[src/rtl/wls_pkg.sv]
`timescale 1ns/1ps
package wls_pkg;
  localparam int unsigned WLS_NUM_CH = 8;
  localparam int unsigned WLS_VAL_W  = 8;
endpackage

[src/rtl/wls_rst_sync.sv]
`timescale 1ns/1ps
module wls_rst_sync #(
  parameter int unsigned STAGES = 2
) (
  input  logic clk,
  input  logic rst_n,
  output logic rst_n_sync
);
  logic [STAGES-1:0] sync_q;
  logic [STAGES-1:0] sync_d;

  always_comb begin
    sync_d = {sync_q[STAGES-2:0], 1'b1};
  end

  always_ff @(posedge clk or negedge rst_n) begin
    if (!rst_n) sync_q <= '0;
    else        sync_q <= sync_d;
  end

  assign rst_n_sync = sync_q[STAGES-1];
endmodule

[src/rtl/wls_window_cmp.sv]
`timescale 1ns/1ps
module wls_window_cmp #(
  parameter int unsigned NUM_CH = wls_pkg::WLS_NUM_CH,
  parameter int unsigned VAL_W  = wls_pkg::WLS_VAL_W,
  localparam int unsigned CH_W  = (NUM_CH > 1) ? $clog2(NUM_CH) : 1
) (
  input  logic                    clk,
  input  logic                    rst_n_i,
  input  logic                    conv_valid,
  input  logic [CH_W-1:0]         conv_chan,
  input  logic [VAL_W-1:0]        conv_value,
  input  logic [NUM_CH*VAL_W-1:0] hi_limit,
  input  logic [NUM_CH*VAL_W-1:0] lo_limit,
  output logic [NUM_CH-1:0]       set_vec
);
  // One window check per channel; only the addressed one may fire.
  for (genvar g = 0; g < NUM_CH; g++) begin : g_ch
    logic [VAL_W-1:0] hi_g;
    logic [VAL_W-1:0] lo_g;
    logic             sel_g;
    logic             above_g;
    logic             below_g;

    assign hi_g    = hi_limit[g*VAL_W +: VAL_W];
    assign lo_g    = lo_limit[g*VAL_W +: VAL_W];
    assign sel_g   = conv_valid && (conv_chan == CH_W'(g));
    assign above_g = conv_value > hi_g;
    assign below_g = conv_value < lo_g;
    assign set_vec[g] = sel_g && (above_g || below_g);
  end

  // no conversion strobe, no set event
  p_idle_no_set_r11: assert property (@(posedge clk) disable iff (!rst_n_i)
    !conv_valid |-> (set_vec == '0));

  // at most one channel set per conversion
  p_single_set_r2: assert property (@(posedge clk) disable iff (!rst_n_i)
    $onehot0(set_vec));
endmodule

[src/rtl/wls_status_bank.sv]
`timescale 1ns/1ps
module wls_status_bank #(
  parameter int unsigned NUM_CH = wls_pkg::WLS_NUM_CH
) (
  input  logic              clk,
  input  logic              rst_n_i,
  input  logic [NUM_CH-1:0] set_vec,
  input  logic              rd_clr,
  output logic [NUM_CH-1:0] status_q,
  output logic [NUM_CH-1:0] rd_data_q,
  output logic              irq_req
);
  logic [NUM_CH-1:0] status_d;
  logic [NUM_CH-1:0] rd_data_d;
  logic [NUM_CH-1:0] keep_mask;
  logic              status_en;
  logic              rd_en;

  // Next state: a read drops what was held, a set always lands on top.
  always_comb begin
    keep_mask = rd_clr ? '0 : '1;
    status_en = rd_clr || (set_vec != '0);
    status_d  = (status_q & keep_mask) | set_vec;
    rd_en     = rd_clr;
    rd_data_d = status_q;
  end

  always_ff @(posedge clk or negedge rst_n_i) begin
    if (!rst_n_i) begin
      status_q <= '0;
    end else if (status_en) begin
      status_q <= status_d;
    end
  end

  always_ff @(posedge clk or negedge rst_n_i) begin
    if (!rst_n_i) begin
      rd_data_q <= '0;
    end else if (rd_en) begin
      rd_data_q <= rd_data_d;
    end
  end

  assign irq_req = |status_q;

  // without a read no bit falls
  p_sticky_r5: assert property (@(posedge clk) disable iff (!rst_n_i)
    !rd_clr |=> ((status_q & $past(status_q)) == $past(status_q)));

  // a read empties all bits not set at that edge
  p_clear_on_read_r6: assert property (@(posedge clk) disable iff (!rst_n_i)
    rd_clr |=> ((status_q & ~$past(set_vec)) == '0));

  // read data is the pre-edge word
  p_read_capture_r6: assert property (@(posedge clk) disable iff (!rst_n_i)
    rd_clr |=> (rd_data_q == $past(status_q)));

  // a set lands even against a read
  p_set_wins_r7: assert property (@(posedge clk) disable iff (!rst_n_i)
    (set_vec != '0) |=> ((status_q & $past(set_vec)) == $past(set_vec)));

  // request falls after a clean read
  p_irq_drop_r9: assert property (@(posedge clk) disable iff (!rst_n_i)
    (rd_clr && (set_vec == '0)) |=> !irq_req);
endmodule

[src/rtl/window_status_latch.sv]
`timescale 1ns/1ps
module window_status_latch #(
  parameter int unsigned NUM_CH = wls_pkg::WLS_NUM_CH,
  parameter int unsigned VAL_W  = wls_pkg::WLS_VAL_W,
  localparam int unsigned CH_W  = (NUM_CH > 1) ? $clog2(NUM_CH) : 1
) (
  input  logic                    clk,
  input  logic                    rst_n,
  input  logic                    conv_valid,
  input  logic [CH_W-1:0]         conv_chan,
  input  logic [VAL_W-1:0]        conv_value,
  input  logic [NUM_CH*VAL_W-1:0] hi_limit,
  input  logic [NUM_CH*VAL_W-1:0] lo_limit,
  input  logic                    rd_clr,
  output logic [NUM_CH-1:0]       rd_data,
  output logic [NUM_CH-1:0]       status_mirror,
  output logic                    irq_req
);
  logic              rst_n_i;
  logic [NUM_CH-1:0] set_vec;

  wls_rst_sync #(.STAGES(2)) u_rst (
    .clk        (clk),
    .rst_n      (rst_n),
    .rst_n_sync (rst_n_i)
  );

  wls_window_cmp #(.NUM_CH(NUM_CH), .VAL_W(VAL_W)) u_cmp (
    .clk        (clk),
    .rst_n_i    (rst_n_i),
    .conv_valid (conv_valid),
    .conv_chan  (conv_chan),
    .conv_value (conv_value),
    .hi_limit   (hi_limit),
    .lo_limit   (lo_limit),
    .set_vec    (set_vec)
  );

  wls_status_bank #(.NUM_CH(NUM_CH)) u_bank (
    .clk       (clk),
    .rst_n_i   (rst_n_i),
    .set_vec   (set_vec),
    .rd_clr    (rd_clr),
    .status_q  (status_mirror),
    .rd_data_q (rd_data),
    .irq_req   (irq_req)
  );

  // an out-of-window conversion leaves the request raised
  p_reraise_r10: assert property (@(posedge clk) disable iff (!rst_n_i)
    (set_vec != '0) |=> irq_req);

  // outputs quiet while held in reset
  p_reset_quiet_r1: assert property (@(posedge clk)
    !rst_n_i |-> (status_mirror == '0 && rd_data == '0 && !irq_req));
endmodule

[config.mk]
export PLATFORM = sky130hd
export DESIGN_NAME = window_status_latch
export DESIGN_NICKNAME = d
export VERILOG_FILES = /design/src/rtl/wls_pkg.sv /design/src/rtl/wls_rst_sync.sv /design/src/rtl/wls_window_cmp.sv /design/src/rtl/wls_status_bank.sv /design/src/rtl/window_status_latch.sv
export SDC_FILE = /design/constraint.sdc
export NUM_CORES = 1
export LEC_CHECK = 0
export ABC_AREA = 0
export BUFFER_PORTS_ARGS = -buffer_cell sky130_fd_sc_hd__buf_2
export CAP_MARGIN = 20
export CORE_UTILIZATION = 47
export CTS_BUF_LIST = sky130_fd_sc_hd__clkbuf_8
export DETAILED_ROUTE_END_ITERATION = 10
export PLACE_DENSITY_LB_ADDON = 0.05
export SYNTH_ARGS = -nofsm -noshare
export SYNTH_HDL_FRONTEND = slang
export SYNTH_SLANG_ARGS = --single-unit
[constraint.sdc]
create_clock -name clk -period 2.5 [get_ports clk]
set_clock_uncertainty 0.2 [all_clocks]
set_input_delay 0.25 -clock clk [delete_from_list [all_inputs] [get_ports clk]]
set_output_delay 0.25 -clock clk [all_outputs]
set_load 0.05 [all_outputs]
=== Word level (Yosys, flattened, before mapping) ===
Cells that the tools add are included.

* Latch bits: 0
* Register bits after elaboration: 18
* Memories: 0
* Word-level logic and storage cells: 57
* ROM bits: 0
* Memory bits (writable): 0

* Divide/modulo/power cells: 0
* Magnitude comparators: 16
* Multiply operators: 0
* Reduce and logical (&&, ||, !) cells: 28
* Shift-type cells: 0
* Bitwise gates (word level): 2
* Mux-type cells: 1
* Equality and inequality tests: 7
* $add $sub $neg: 0

{| class="wikitable"
|+ Operators with widths
! kind !! count
|-
| 8-bit > comparator || 8
|-
| 8-bit < comparator || 8
|-
| 1-bit logical AND || 16
|-
| 3-bit == test (second input constant) || 4
|-
| 1-bit logical OR || 9
|-
| 8-bit AND || 1
|-
| 8-bit 2-to-1 mux || 1
|-
| 8-bit bitwise OR || 1
|-
| 8-bit nonzero test || 1
|-
| 8-bit OR reduction || 1
|-
| 3-bit by 2-bit == test with 1-bit output (second input constant) || 2
|-
| 3-bit by 1-bit == test with 1-bit output (second input constant) || 1
|-
| 3-bit zero test || 1
|}

=== Logic depth before layout (Yosys ltp) ===
* Depth in word-level cells: 5
* Depth in mapped cells: 7
* Depth with buffers taken out: 7

=== By module ===
A second synthesis with hierarchy kept.

* Cells, all modules: 447
* Area, all modules: 3781.1 um2

{| class="wikitable"
|+ Modules (own cells, without submodules)
! module !! seq. area each (um2) !! cells an instance !! instances !! area each (um2)
|-
| wls_window_cmp || 0.0 || 407 || 1 || 3113.0
|-
| wls_status_bank || 400.4 || 37 || 1 || 614.3
|-
| wls_rst_sync || 50.0 || 3 || 1 || 53.8
|}

=== Worst setup path before layout ===
No wires, ideal clock.

* Path kind: register -> output
* From: register u_bank.status_q[5]
* To: output irq_req
* Cell stages (with the launch flop): 3
* Data required time: 2.050 ns
* Path slack: 0.839 ns
* Arrival: 1.211 ns
* Path buffers: 0
* Cell sequence: dfrtp_1 nor4_1 nand2_1

* Longest elaborated chain between the ends: 1

{| class="wikitable"
|+ Ends and longest elaborated chain
! what !! line !! source
|-
| start, declared || wls_status_bank.sv:9 || <nowiki>output logic [NUM_CH-1:0] status_q,</nowiki>
|-
| start signal, assigned || wls_status_bank.sv:32 || <nowiki>status_q <= status_d;</nowiki>
|-
| 8-bit OR reduction || wls_status_bank.sv:44 || <nowiki>assign irq_req = |status_q;</nowiki>
|-
| end, declared || window_status_latch.sv:17 || <nowiki>output logic irq_req</nowiki>
|}

No other way between the ends.

=== Final worst setup path ===
* From: register u_bank.status_q[1]
* To: output irq_req

The elaborated chain is that of the path after synthesis.

==> impl_metrics.ini <==
[run_status]
status = finished clean

[setup_path]
crit_arrival_ns = 1.52
criticalPathCategory = reg -> out
path_cells = nor4_1 -> nand2_1 -> buf_2
endpoint_kind = output port
cp.buffers_inverters = 1
max_stage_delay_ns = 0.52
cp-start-kind = flop
cp_max_fo = 4
crit_slowest_cell = nor4_1
cp.required_ns = 2.05
cp_top_family = simple AND/OR/NAND/NOR gates

[timing]
rsz0062_at_grt = false
final_hold_viol_count = 0
drv_slew = 0
fin_crit_sh = 0.788
tightest_slew_ns = 0.761
fmax_mhz = 507
maxSlewHeadroom = 0.493
setup-tns-final_ns = 0
period_minus_slack_ns = 1.97
setup_viol = 0

[synthesis]
synth_top_area_cell = ha_1
ys_types = 32
synth_edf_count = 0
netlist_instances = 469
yosysSeqAreaShare = 0.123
async_reset_ff_frac = 1.00
syn_area_um2 = 3670
synth_top_area_share = 0.409
syn_nets = 732
synth_area_leaders = ha_1, dfrtp_1, inv_1
ys_ff_latch = 18
yosysWarnings = 0
synth_area_per_cell_um2 = 7.83
ys.flop_type = dfrtp_1

[routing]
vias = 3770
ant_nets = 0
drc_errors = 0
firstDrtPassIters = 4
drt-vias-per-instance = 5.16
drt_iter0_markers = 116
wl_per_cell_um = 14.1
wirelength_mm = 10.3

[final_layout]
area_growth_pct = 26.8
register_area_um2 = 450
multi_input_area_um2 = 2770
final_common_cell = buf_2
fin_cells = 731
final_cell_mix = buf_2, ha_1, inv_1
final_nets = 896
fillers = 733
antenna_cells = 0
drive_above_1_share = 0.280

[clock_tree]
cts_hold_buffers = 1
cts_buffers = 3
cts_buffer_depth = 2
cts_root_buf = clkbuf_8
clk_pin_slew_ns = 0.07
cts_max_level = 1
post_cts_buffers = 0
clk_latency_ns = 0.26
cts_tree = done
cts_resized = 0
cts.sinks = 18

[placed_design]
dp_cells = 726
dpl.hpwl_mm = 8.38
place.port_buffers = 159
gp_congestion = 0.815

[floorplanning]
core.rowCount = 31
chipHeight_um = 90.4
die_x_um = 90.4
pin_count = 160
core_area_um2 = 7410
die_area_um2 = 8170
start_util = 0.496

[grt]
grt_use_total = 0.257
grt_max_degree = 17
grt_pass1_vias = 3794
antenna_found_initial = 0
grt_pass1_wl_mm = 17.2
gr-total-overflow = 0

[hold_path]
hp-class = in -> async

[pwr]
p_leak_nw = 2.86
ir_drop_v = 0.000134
powerDensity_nw_per_um2 = 286
total_power_w = 0.00133

[job]
cap_violations = 0
metrics by stage:
stage,setup slack [ns],hold slack (ns),utilization,instance area (um^2)
6_report,0.529,0.0959,0.628,4650
4_1_cts,0.562,0.0927,0.628,4650
3_3_place_gp,0.494,-0.162,0.619,4590
2_1_floorplan,0.839,-0.246,-,3670
3_5_place_dp,0.430,-0.161,0.619,4590
5_1_grt,0.463,0.0968,0.628,4650
flip-flops by register name, indices dropped and copies added (netlist names):
register,count
u_bank.rd_data_q,8
u_rst.sync_q,2
u_bank.status_q,8
kinds of logic (layout without fill, tap and decap cells):
| logic type | Yosys count | after routing | synth area share |
|---|---|---|---|
| other | 1 | 1 | 0.00102 |
| flip-flops | 18 | 18 | 0.123 |
| multiplexers | 12 | 12 | 0.0365 |
| adder cells (fa/ha/maj) | 120 | 120 | 0.409 |
| AO/OA/AOI/OAI | 99 | 99 | 0.170 |
| buffers and inverters | 121 | 284 | 0.124 |
| AND/OR/NAND/NOR | 98 | 98 | 0.137 |
Yosys cell counts, drive strengths merged (2+ instances only):
cell,n
ha,120
inv,119
a21oi,39
nand4,26
nand2,21
nor2,20
o21ai,20
dfrtp,18
mux2,11
nand2b,11
o221ai,10
nor2b,8
o211ai,8
a211oi,6
a21o,5
nand3,4
nor3,4
a21boi,3
nor4,3
o31ai,3
o21a,2
metal layers:
layer  track usage  wire [um]  up-vias
met1         0.330       4750     1688
met2         0.469       4840      116
li1              -          -     1960
met5             0          0        -
met3        0.0320        626        6
met4        0.0269         49        0
area by class of cell:
| class | count | area share |
|---|---|---|
| sequential | 18 | 0.0968 |
| tap | 99 | 0.0266 |
| inverter | 119 | 0.0960 |
| multi-input combinational | 330 | 0.594 |
| timing repair buffer | 161 | 0.175 |
| clock buffer | 4 | 0.0118 |
final timing paths:
kind	from	end	slack, ns	depth (start not counted)
worst max-delay path	u_bank.status_q[1]	irq_req	0.53	3
min in group clk	u_rst.sync_q[0]	u_rst.sync_q[1]	0.16	0
worst min register to register	u_rst.sync_q[1]	u_bank.status_q[3]	0.12	0
worst max register to register	u_bank.status_q[6]	u_bank.rd_data_q[6]	1.47	1
worst min-delay path	rst_n	u_rst.sync_q[1]	0.1	2
max in group asynchronous	u_rst.sync_q[1]	u_bank.rd_data_q[7]	1.51	0
report_power, final:
part / internal, W / switching (W)
clock network: 0.000140 / 0.000109
logic: 0.000310 / 0.000429
registers: 0.000316 / 0.0000256
No activity file was read; power rests on OpenSTA's default activity.
